$ cat src/rtl/gcm_seq_pkg.sv
package gcm_seq_pkg;
  localparam int BLK_W   = 128;
  localparam int BLK_BY  = BLK_W / 8;
  localparam int BCNT_W  = $clog2(BLK_BY) + 1;

  typedef enum logic [2:0] {
    S_IDLE, S_NEXT, S_DATA, S_KS, S_MUL, S_LMUL, S_TAG, S_FIN
  } seqState_t;

  // strobes from control to datapath
  typedef struct packed {
    logic loadCfg;
    logic takeData;
    logic blockKs;
    logic lenMul;
    logic tagKs;
    logic tagSel;
  } dpCtl_t;

  // status from datapath to control
  typedef struct packed {
    logic noneLeft;
    logic lastSel;
    logic mulDone;
  } dpStat_t;
endpackage

$ cat src/rtl/gcm_gf_mul.sv
module gcm_gf_mul
  import gcm_seq_pkg::*;
(
  input  logic             clk,
  input  logic             rstN,
  input  logic             load,
  input  logic [BLK_W-1:0] opA,
  input  logic [BLK_W-1:0] opB,
  output logic [BLK_W-1:0] prod,
  output logic             done
);
  localparam int SW = $clog2(BLK_W);
  localparam logic [SW-1:0] LAST = SW'(BLK_W - 1);
  localparam logic [BLK_W-1:0] POLY = {8'hE1, {(BLK_W-8){1'b0}}};

  logic [BLK_W-1:0] aReg, vReg, zReg;
  logic [SW-1:0]    stepCnt;
  logic             run;

  // one bit of opA per cycle, most significant (x^0) first
  always_ff @(posedge clk) begin
    if (!rstN) begin
      aReg    <= '0;
      vReg    <= '0;
      zReg    <= '0;
      stepCnt <= '0;
      run     <= 1'b0;
      done    <= 1'b0;
    end else begin
      done <= 1'b0;
      if (load) begin
        aReg    <= opA;
        vReg    <= opB;
        zReg    <= '0;
        stepCnt <= '0;
        run     <= 1'b1;
      end else if (run) begin
        if (aReg[BLK_W-1]) zReg <= zReg ^ vReg;
        vReg    <= (vReg >> 1) ^ (vReg[0] ? POLY : '0);
        aReg    <= aReg << 1;
        stepCnt <= stepCnt + 1'b1;
        if (stepCnt == LAST) begin
          run  <= 1'b0;
          done <= 1'b1;
        end
      end
    end
  end

  assign prod = zReg;
endmodule

$ cat src/rtl/gcm_seq_ctrl.sv
module gcm_seq_ctrl
  import gcm_seq_pkg::*;
(
  input  logic    clk,
  input  logic    rstN,
  input  logic    start,
  input  logic    dataInValid,
  input  logic    cphAck,
  input  dpStat_t stat,
  output dpCtl_t  ctl,
  output logic    dataInReady,
  output logic    cphReq,
  output logic    busy,
  output logic    done
);
  seqState_t st, nxt;

  always_ff @(posedge clk) begin
    if (!rstN) st <= S_IDLE;
    else       st <= nxt;
  end

  always_comb begin
    nxt         = st;
    ctl         = '0;
    dataInReady = 1'b0;
    cphReq      = 1'b0;
    unique case (st)
      S_IDLE: if (start) begin
        ctl.loadCfg = 1'b1;
        nxt         = S_NEXT;
      end
      S_NEXT: begin
        if (!stat.noneLeft) nxt = S_DATA;
        else if (stat.lastSel) begin
          ctl.lenMul = 1'b1;
          nxt        = S_LMUL;
        end else nxt = S_FIN;
      end
      S_DATA: begin
        dataInReady = 1'b1;
        if (dataInValid) begin
          ctl.takeData = 1'b1;
          nxt          = S_KS;
        end
      end
      S_KS: begin
        cphReq = 1'b1;
        if (cphAck) begin
          ctl.blockKs = 1'b1;
          nxt         = S_MUL;
        end
      end
      S_MUL:  if (stat.mulDone) nxt = S_NEXT;
      S_LMUL: if (stat.mulDone) nxt = S_TAG;
      S_TAG: begin
        cphReq     = 1'b1;
        ctl.tagSel = 1'b1;
        if (cphAck) begin
          ctl.tagKs = 1'b1;
          nxt       = S_FIN;
        end
      end
      S_FIN:  nxt = S_IDLE;
      default: nxt = S_IDLE;
    endcase
  end

  assign busy = (st != S_IDLE);
  assign done = (st == S_FIN);
endmodule

$ cat src/rtl/gcm_seq_dp.sv
module gcm_seq_dp
  import gcm_seq_pkg::*;
#(
  parameter int CNT_W = 16,
  parameter int INC_W = 32
)(
  input  logic              clk,
  input  logic              rstN,
  input  dpCtl_t            ctl,
  output dpStat_t           stat,
  input  logic              decrypt,
  input  logic              lastCall,
  input  logic [CNT_W-1:0]  byteCount,
  input  logic [BLK_W-1:0]  ctrIn,
  input  logic [BLK_W-1:0]  hashIn,
  input  logic [BLK_W-1:0]  hashKey,
  input  logic [BLK_W-1:0]  lenBlock,
  input  logic [BLK_W-1:0]  dataIn,
  input  logic [BLK_W-1:0]  cphKey,
  output logic [BLK_W-1:0]  cphBlock,
  output logic [BLK_W-1:0]  dataOut,
  output logic              dataOutValid,
  output logic [BCNT_W-1:0] dataOutBytes,
  output logic [BLK_W-1:0]  ctrOut,
  output logic [BLK_W-1:0]  hashOut,
  output logic [BLK_W-1:0]  tagOut
);
  localparam logic [BCNT_W-1:0] FULL = BCNT_W'(BLK_BY);

  logic              decR, lastR;
  logic [CNT_W-1:0]  bytesLeft;
  logic [BLK_W-1:0]  keyR, lenR, ctrR, hashR, dataR, outR, tagR;
  logic              outVR;
  logic [BCNT_W-1:0] outBytesR, take;
  logic [BLK_W-1:0]  byteMask, ksOut, ctBlk, mulA, mulProd;
  logic              mulDone;

  assign take = (bytesLeft >= CNT_W'(BLK_BY)) ? FULL : bytesLeft[BCNT_W-1:0];

  // keep leading bytes only, byte 0 in the top bits
  for (genvar i = 0; i < BLK_BY; i++) begin : g_mask
    assign byteMask[BLK_W-1-8*i -: 8] = {8{(BCNT_W'(i) < take)}};
  end

  assign ksOut = (dataR ^ cphKey) & byteMask;
  assign ctBlk = decR ? (dataR & byteMask) : ksOut;
  assign mulA  = hashR ^ (ctl.lenMul ? lenR : ctBlk);

  gcm_gf_mul u_mul (
    .clk  (clk),
    .rstN (rstN),
    .load (ctl.blockKs | ctl.lenMul),
    .opA  (mulA),
    .opB  (keyR),
    .prod (mulProd),
    .done (mulDone)
  );

  always_ff @(posedge clk) begin
    if (!rstN) begin
      decR      <= 1'b0;
      lastR     <= 1'b0;
      bytesLeft <= '0;
      keyR      <= '0;
      lenR      <= '0;
      ctrR      <= '0;
      hashR     <= '0;
      dataR     <= '0;
      outR      <= '0;
      outVR     <= 1'b0;
      outBytesR <= '0;
      tagR      <= '0;
    end else begin
      outVR <= 1'b0;
      if (ctl.loadCfg) begin
        decR      <= decrypt;
        lastR     <= lastCall;
        bytesLeft <= byteCount;
        keyR      <= hashKey;
        lenR      <= lenBlock;
        ctrR      <= ctrIn;
        hashR     <= hashIn;
      end
      if (ctl.takeData) dataR <= dataIn;
      if (ctl.blockKs) begin
        outR      <= ksOut;
        outVR     <= 1'b1;
        outBytesR <= take;
        bytesLeft <= bytesLeft - CNT_W'(take);
        ctrR[INC_W-1:0] <= ctrR[INC_W-1:0] + 1'b1;
      end
      if (mulDone)   hashR <= mulProd;
      if (ctl.tagKs) tagR  <= hashR ^ cphKey;
    end
  end

  assign cphBlock      = ctl.tagSel ? {ctrR[BLK_W-1:INC_W], INC_W'(1)} : ctrR;
  assign dataOut       = outR;
  assign dataOutValid  = outVR;
  assign dataOutBytes  = outBytesR;
  assign ctrOut        = ctrR;
  assign hashOut       = hashR;
  assign tagOut        = tagR;
  assign stat.noneLeft = (bytesLeft == '0);
  assign stat.lastSel  = lastR;
  assign stat.mulDone  = mulDone;
endmodule

$ cat src/rtl/gcm_seq.sv
module gcm_seq
  import gcm_seq_pkg::*;
#(
  parameter int CNT_W = 16,
  parameter int INC_W = 32
)(
  input  logic              clk,
  input  logic              rstN,
  input  logic              start,
  input  logic              decrypt,
  input  logic              lastCall,
  input  logic [CNT_W-1:0]  byteCount,
  input  logic [BLK_W-1:0]  ctrIn,
  input  logic [BLK_W-1:0]  hashIn,
  input  logic [BLK_W-1:0]  hashKey,
  input  logic [BLK_W-1:0]  lenBlock,
  input  logic [BLK_W-1:0]  dataIn,
  input  logic              dataInValid,
  output logic              dataInReady,
  output logic [BLK_W-1:0]  dataOut,
  output logic              dataOutValid,
  output logic [BCNT_W-1:0] dataOutBytes,
  output logic              cphReq,
  output logic [BLK_W-1:0]  cphBlock,
  input  logic              cphAck,
  input  logic [BLK_W-1:0]  cphKey,
  output logic              busy,
  output logic              done,
  output logic [BLK_W-1:0]  ctrOut,
  output logic [BLK_W-1:0]  hashOut,
  output logic [BLK_W-1:0]  tagOut
);
  dpCtl_t  ctl;
  dpStat_t stat;

  gcm_seq_ctrl u_ctrl (
    .clk         (clk),
    .rstN        (rstN),
    .start       (start),
    .dataInValid (dataInValid),
    .cphAck      (cphAck),
    .stat        (stat),
    .ctl         (ctl),
    .dataInReady (dataInReady),
    .cphReq      (cphReq),
    .busy        (busy),
    .done        (done)
  );

  gcm_seq_dp #(.CNT_W(CNT_W), .INC_W(INC_W)) u_dp (
    .clk          (clk),
    .rstN         (rstN),
    .ctl          (ctl),
    .stat         (stat),
    .decrypt      (decrypt),
    .lastCall     (lastCall),
    .byteCount    (byteCount),
    .ctrIn        (ctrIn),
    .hashIn       (hashIn),
    .hashKey      (hashKey),
    .lenBlock     (lenBlock),
    .dataIn       (dataIn),
    .cphKey       (cphKey),
    .cphBlock     (cphBlock),
    .dataOut      (dataOut),
    .dataOutValid (dataOutValid),
    .dataOutBytes (dataOutBytes),
    .ctrOut       (ctrOut),
    .hashOut      (hashOut),
    .tagOut       (tagOut)
  );
endmodule

$ cat config.mk
export PLATFORM = sky130hd
export DESIGN_NAME = gcm_seq
export DESIGN_NICKNAME = d
export VERILOG_FILES = /design/src/rtl/gcm_seq_pkg.sv /design/src/rtl/gcm_gf_mul.sv /design/src/rtl/gcm_seq_ctrl.sv /design/src/rtl/gcm_seq_dp.sv /design/src/rtl/gcm_seq.sv
export SDC_FILE = /design/constraint.sdc
export NUM_CORES = 2
export LEC_CHECK = 0
export BUFFER_PORTS_ARGS = -buffer_cell sky130_fd_sc_hd__buf_2
export CORE_AREA = 2 2 568 570
export CTS_CLUSTER_SIZE = 12
export DETAILED_ROUTE_END_ITERATION = 8
export DIE_AREA = 0 0 570 572
export SLEW_MARGIN = 20
export SYNTH_ARGS = -nofsm -noshare
export SYNTH_HDL_FRONTEND = slang
export SYNTH_SLANG_ARGS = --single-unit
$ cat constraint.sdc
create_clock -name clk -period 6.5 [get_ports clk]
set_input_delay 1.3 -clock clk [delete_from_list [all_inputs] [get_ports clk]]
set_output_delay 1.3 -clock clk [all_outputs]
set_load 0.03 [all_outputs]
==> results.md <==
Synth:
- The average instance area after synthesis is 8.28 um2.
- For this run, asynchronously set or reset flops after synthesis account for 0%.
- Counting flops with a built-in enable in the synthesized netlist gives 0.
- Synthesis inferred approximately 1300 register bits.
- The total nets after synthesis is around 7700.
- The count of distinct cell types in the synthesized netlist is 65.
- The leading register cell type out of synthesis is sky130_fd_sc_hd__dfxtp_1.
- For this run, the register share of the synthesized area comes to 46.2%.
- The mapped netlist covers about 0.057 mm2.
- The Yosys warning count is 0.
- The gate count after technology mapping is 6885.

Detailed routing:
- The number of detailed-route iterations in the first pass is 6.
- The count of vias placed by the detailed router is 54300.
- The total wire length after detailed routing is 308000 um.
- The number of nets with antenna violations after detailed routing is 0.
- The routed wirelength normalized by instance count is 24.9 um.
- In the routed layout, each cell is associated on average with a via count of 4.38.
- In the routed design, unresolved DRC markers number 0.
- The initial detailed-routing violation count is 4510.

Finish:
- The growth of design area from synthesis to finish is 29.5%.
- The design area is between 0.07 and 0.08 mm2.
- The count of nets after finishing is ~9000.
- Measured on the finished design, the core utilization comes to 23.1%.
- The non-filler instance count after layout is 12400.
- In the final layout, the share of cells above drive strength 1 is 23.8%.
- The number of filler cells placed in the layout is between 30000 and 40000.

Global route:
- Entering global routing, the biggest net connects between 150 and 200 pins.
- The global-route wire length before repair is 414000 um.
- The via count of the first global-routing pass is ~50000.
- The remaining global-route overflow is 0.
- In the global route stage, overall resource usage came out at ~18%.
- The number of antenna violations at the first check in global routing is ~140.

Clocking:
- Post-CTS timing repair inserted 0 buffers for setup.
- Post-CTS repair changed the size of 0 cells.
- The H-tree depth reported by CTS is 4.
- The clock root buffer is sky130_fd_sc_hd__clkbuf_16.
- The count of clock tree sinks is 1316.
- Hold repair after CTS inserted 0 buffers.
- The clock latency on the worst-skew pair is 0.81 ns.
- The maximum clock insertion buffer count is 4.
- The number of buffers created by CTS is 164.
- TritonCTS built the clock tree.
- Clock-pin slew was measured on the worst setup and hold paths at 0.06 ns.

Timing:
- The tightest slew margin relative to the limit is 21.3%.
- The peak clock frequency supported by timing is 236 MHz.
- Summed over all failing endpoints, the final setup total negative slack is 0 ns.
- The final number of hold-violating endpoints is 0.
- At the pin with the least slew margin, the transition time is roughly 1.2 ns.
- The final-report setup violation count is 0.
- The count of final max-slew check failures is 0.
- The final-layout worst hold slack is 0.439 ns.
- The clock tree skew after final layout is 0.0424 ns.
- The clock period minus worst slack is 4.23 ns.
- The fraction of the cycle the final worst path needs is 65.1%.
- Setup repair after global routing left no endpoint under its margin.

Worst setup path:
- The worst flop-to-flop path endpoint is u_dp.u_mul.aReg[43].
- For the worst setup path, the data arrival time is 2.93 ns.
- For flop-to-flop paths, the worst setup slack is between 2 and 3 ns.
- The startpoint class of the critical path is a flip-flop.
- The worst setup path is captured at an output pin.
- The worst register-to-register path begins at u_dp.bytesLeft[1].
- The start-to-end type of the worst setup path is reg -> out.
- The endpoint required time on the critical path is 5.20 ns.
- Counting cells, the worst reg-to-reg path comes to 8.
- Of all nets on the critical path, the largest fanout is 33.

Hold path:
- The worst hold path begins at u_dp.dataOut[87].
- The kind of path behind the tightest hold check is reg -> reg.
- The worst hold path passes through 2 cells.
- The worst hold path endpoint is u_dp.dataOut[87].

Placement:
- After legalization and detailed placement, the total HPWL measured roughly 240000 um.
- The total placed instance area is 0.0679 mm2.
- The routability congestion estimate from global placement is 0.896.
- The number of buffer cells added on primary ports is 1440.
- Counting tap cells, the placed design contains a total of 12000 instances.

Power:
- For this design the static power due to leakage is around 29 nW.
- In this run the power density over the cells is 402 mW/mm2.
- Across the VDD grid, the largest voltage drop is 0.000227 V.

Flow run:
- The tool flagged a number of max-cap violations equal to 0.

Floorplanning:
- The initial standard-cell utilization of the core is 17.8%.
- The floorplan step defined a die boundary enclosing between 0.3 and 0.4 mm2.
- The region available for standard cell placement spans between 0.3 and 0.4 mm2.
- From left edge to right edge, the die measures approximately 570 um.
- Pin placement for this block handled 1441 I/O pins.
- The row count is 208.
- Measured along the y axis, the die boundary spans 572 um.

Status:
- The flow ran to the end, and the final reports show no timing, DRC or antenna violations.
power breakdown:
group	switching (W)	internal, W	leakage (nW)
clock network	0.00393	0.00573	2.77
logic	0.00655	0.00288	15.5
registers	0.00138	0.00919	10.7
stage by stage:
step / power [W] / worst slack (ns)
6_report: 0.0297 / 2.27
5_1_grt: 0.0311 / 2.11
4_1_cts: 0.0299 / 2.16
3_5_place_dp: 0.0202 / 2.61
3_3_place_gp: 0.0201 / 2.56
2_1_floorplan: 0.0162 / 3.70
layout by cell type (no fill, tap or decap), types with 89 or more instances in the layout:
cell type / netlist / layout
sky130_fd_sc_hd__nand2_1: 1488 / 1486
sky130_fd_sc_hd__nor2_1: 623 / 617
sky130_fd_sc_hd__mux2_2: 89 / 89
sky130_fd_sc_hd__clkbuf_16: 0 / 166
sky130_fd_sc_hd__mux2i_1: 148 / 148
sky130_fd_sc_hd__o21ai_0: 141 / 140
sky130_fd_sc_hd__xnor2_1: 375 / 374
sky130_fd_sc_hd__nor2b_1: 106 / 106
sky130_fd_sc_hd__a21oi_1: 924 / 921
sky130_fd_sc_hd__dfxtp_1: 1316 / 1310
sky130_fd_sc_hd__buf_2: 43 / 1439
sky130_fd_sc_hd__a211oi_1: 294 / 294
sky130_fd_sc_hd__xor2_1: 245 / 245
how the worst max path moves through the flow:
stage,slack [ns],endpoint,depth (start not counted),from
6_report,2.27,cphBlock[30],4,u_ctrl.st[0]
5_1_grt,2.11,cphBlock[30],4,u_ctrl.st[0]
4_1_cts,2.16,cphBlock[30],4,u_ctrl.st[0]
3_5_place_dp,2.61,u_dp.u_mul.aReg[44],8,u_dp.bytesLeft[0]
3_3_place_gp,2.56,u_dp.dataOut[74],5,rstN
2_1_floorplan,3.70,u_dp.ctrOut[21],6,start
critical path, cell delays in order, from the launching register on:
cell	delay (ns)
sky130_fd_sc_hd__dfxtp_1	0.66
sky130_fd_sc_hd__nand2b_1	0.22
sky130_fd_sc_hd__or2_2	0.54
sky130_fd_sc_hd__and2_1	0.23
sky130_fd_sc_hd__buf_2	0.41
flip-flops by register name (all words and copies together), names as in the netlist:
name / count
u_dp.dataOut: 128
u_dp.dataR: 128
u_dp.lastR: 1
u_dp.hashOut: 128
u_dp.decR: 1
u_dp.u_mul.prod: 128
u_dp.u_mul.aReg: 128
u_dp.keyR: 128
u_dp.dataOutBytes: 5
u_dp.u_mul.run: 1
u_ctrl.st: 3
u_dp.ctrOut: 128
u_dp.bytesLeft: 16
u_dp.lenR: 128
u_dp.u_mul.vReg: 128
u_dp.u_mul.done: 1
u_dp.tagOut: 128
u_dp.u_mul.stepCnt: 7
u_dp.dataOutValid: 1
per-layer routing:
layer  GRT usage, %  vias up  wire length, um  share of wire, %
met1           22.7    25900           130000                42
met5           1.23        -              534              0.17
met2           27.9     2432           135000                44
met4           6.64       68            11500               3.7
met3           6.15      519            31300                10
li1               -    25400                -                 -
cell type report:
cell class | instances | area, um2 | area share [%]
Antenna cell | 87 | 218 | 0.295
Clock buffer | 237 | 4840 | 6.56
Clock inverter | 56 | 800 | 1.08
Inverter | 10 | 45.0 | 0.0611
Multi-Input combinational cell | 4951 | 28000 | 38.0
Sequential cell | 1316 | 26400 | 35.7
Tap cell | 4200 | 5260 | 7.12
Timing Repair Buffer | 1527 | 8230 | 11.2
cell usage after synthesis (10+ instances only):
cell | n | share of area (%)
sky130_fd_sc_hd__a2111oi_0 | 13 | 0.20
sky130_fd_sc_hd__a2111oi_1 | 12 | 0.21
sky130_fd_sc_hd__a211oi_1 | 294 | 3.9
sky130_fd_sc_hd__a21oi_1 | 924 | 8.1
sky130_fd_sc_hd__a22o_1 | 80 | 1.2
sky130_fd_sc_hd__a22oi_1 | 53 | 0.70
sky130_fd_sc_hd__and2_1 | 38 | 0.42
sky130_fd_sc_hd__and4_1 | 14 | 0.22
sky130_fd_sc_hd__buf_1 | 37 | 0.24
sky130_fd_sc_hd__buf_2 | 43 | 0.38
sky130_fd_sc_hd__buf_4 | 101 | 1.3
sky130_fd_sc_hd__clkbuf_1 | 426 | 2.8
sky130_fd_sc_hd__dfxtp_1 | 1316 | 46
sky130_fd_sc_hd__mux2_2 | 89 | 1.8
sky130_fd_sc_hd__mux2i_1 | 148 | 2.6
sky130_fd_sc_hd__nand2_1 | 1488 | 9.8
sky130_fd_sc_hd__nand2b_1 | 55 | 0.60
sky130_fd_sc_hd__nand3_1 | 29 | 0.25
sky130_fd_sc_hd__nor2_1 | 623 | 4.1
sky130_fd_sc_hd__nor2b_1 | 106 | 1.2
sky130_fd_sc_hd__nor3_1 | 14 | 0.12
sky130_fd_sc_hd__nor4_1 | 11 | 0.12
sky130_fd_sc_hd__o21ai_0 | 141 | 1.2
sky130_fd_sc_hd__o21ai_1 | 27 | 0.24
sky130_fd_sc_hd__o22ai_1 | 10 | 0.11
sky130_fd_sc_hd__o2bb2ai_1 | 48 | 0.74
sky130_fd_sc_hd__or3_1 | 13 | 0.14
sky130_fd_sc_hd__xnor2_1 | 375 | 5.8
sky130_fd_sc_hd__xor2_1 | 245 | 3.8
kinds of logic (layout without fill, tap and decap cells):
kind of cell | Yosys count | in the layout | share of synthesized area, %
buf+inv | 618 | 1830 | 4.83
fa+ha+maj | 3 | 3 | 0.0659
flops | 1316 | 1316 | 46.2
mux | 237 | 237 | 4.36
simple gates | 2433 | 2433 | 17.5
compound gates | 1657 | 1657 | 17.5
xor+xnor | 620 | 620 | 9.53
other cells | 1 | 88 | 0.00658
(Power assumes the default switching activity.)
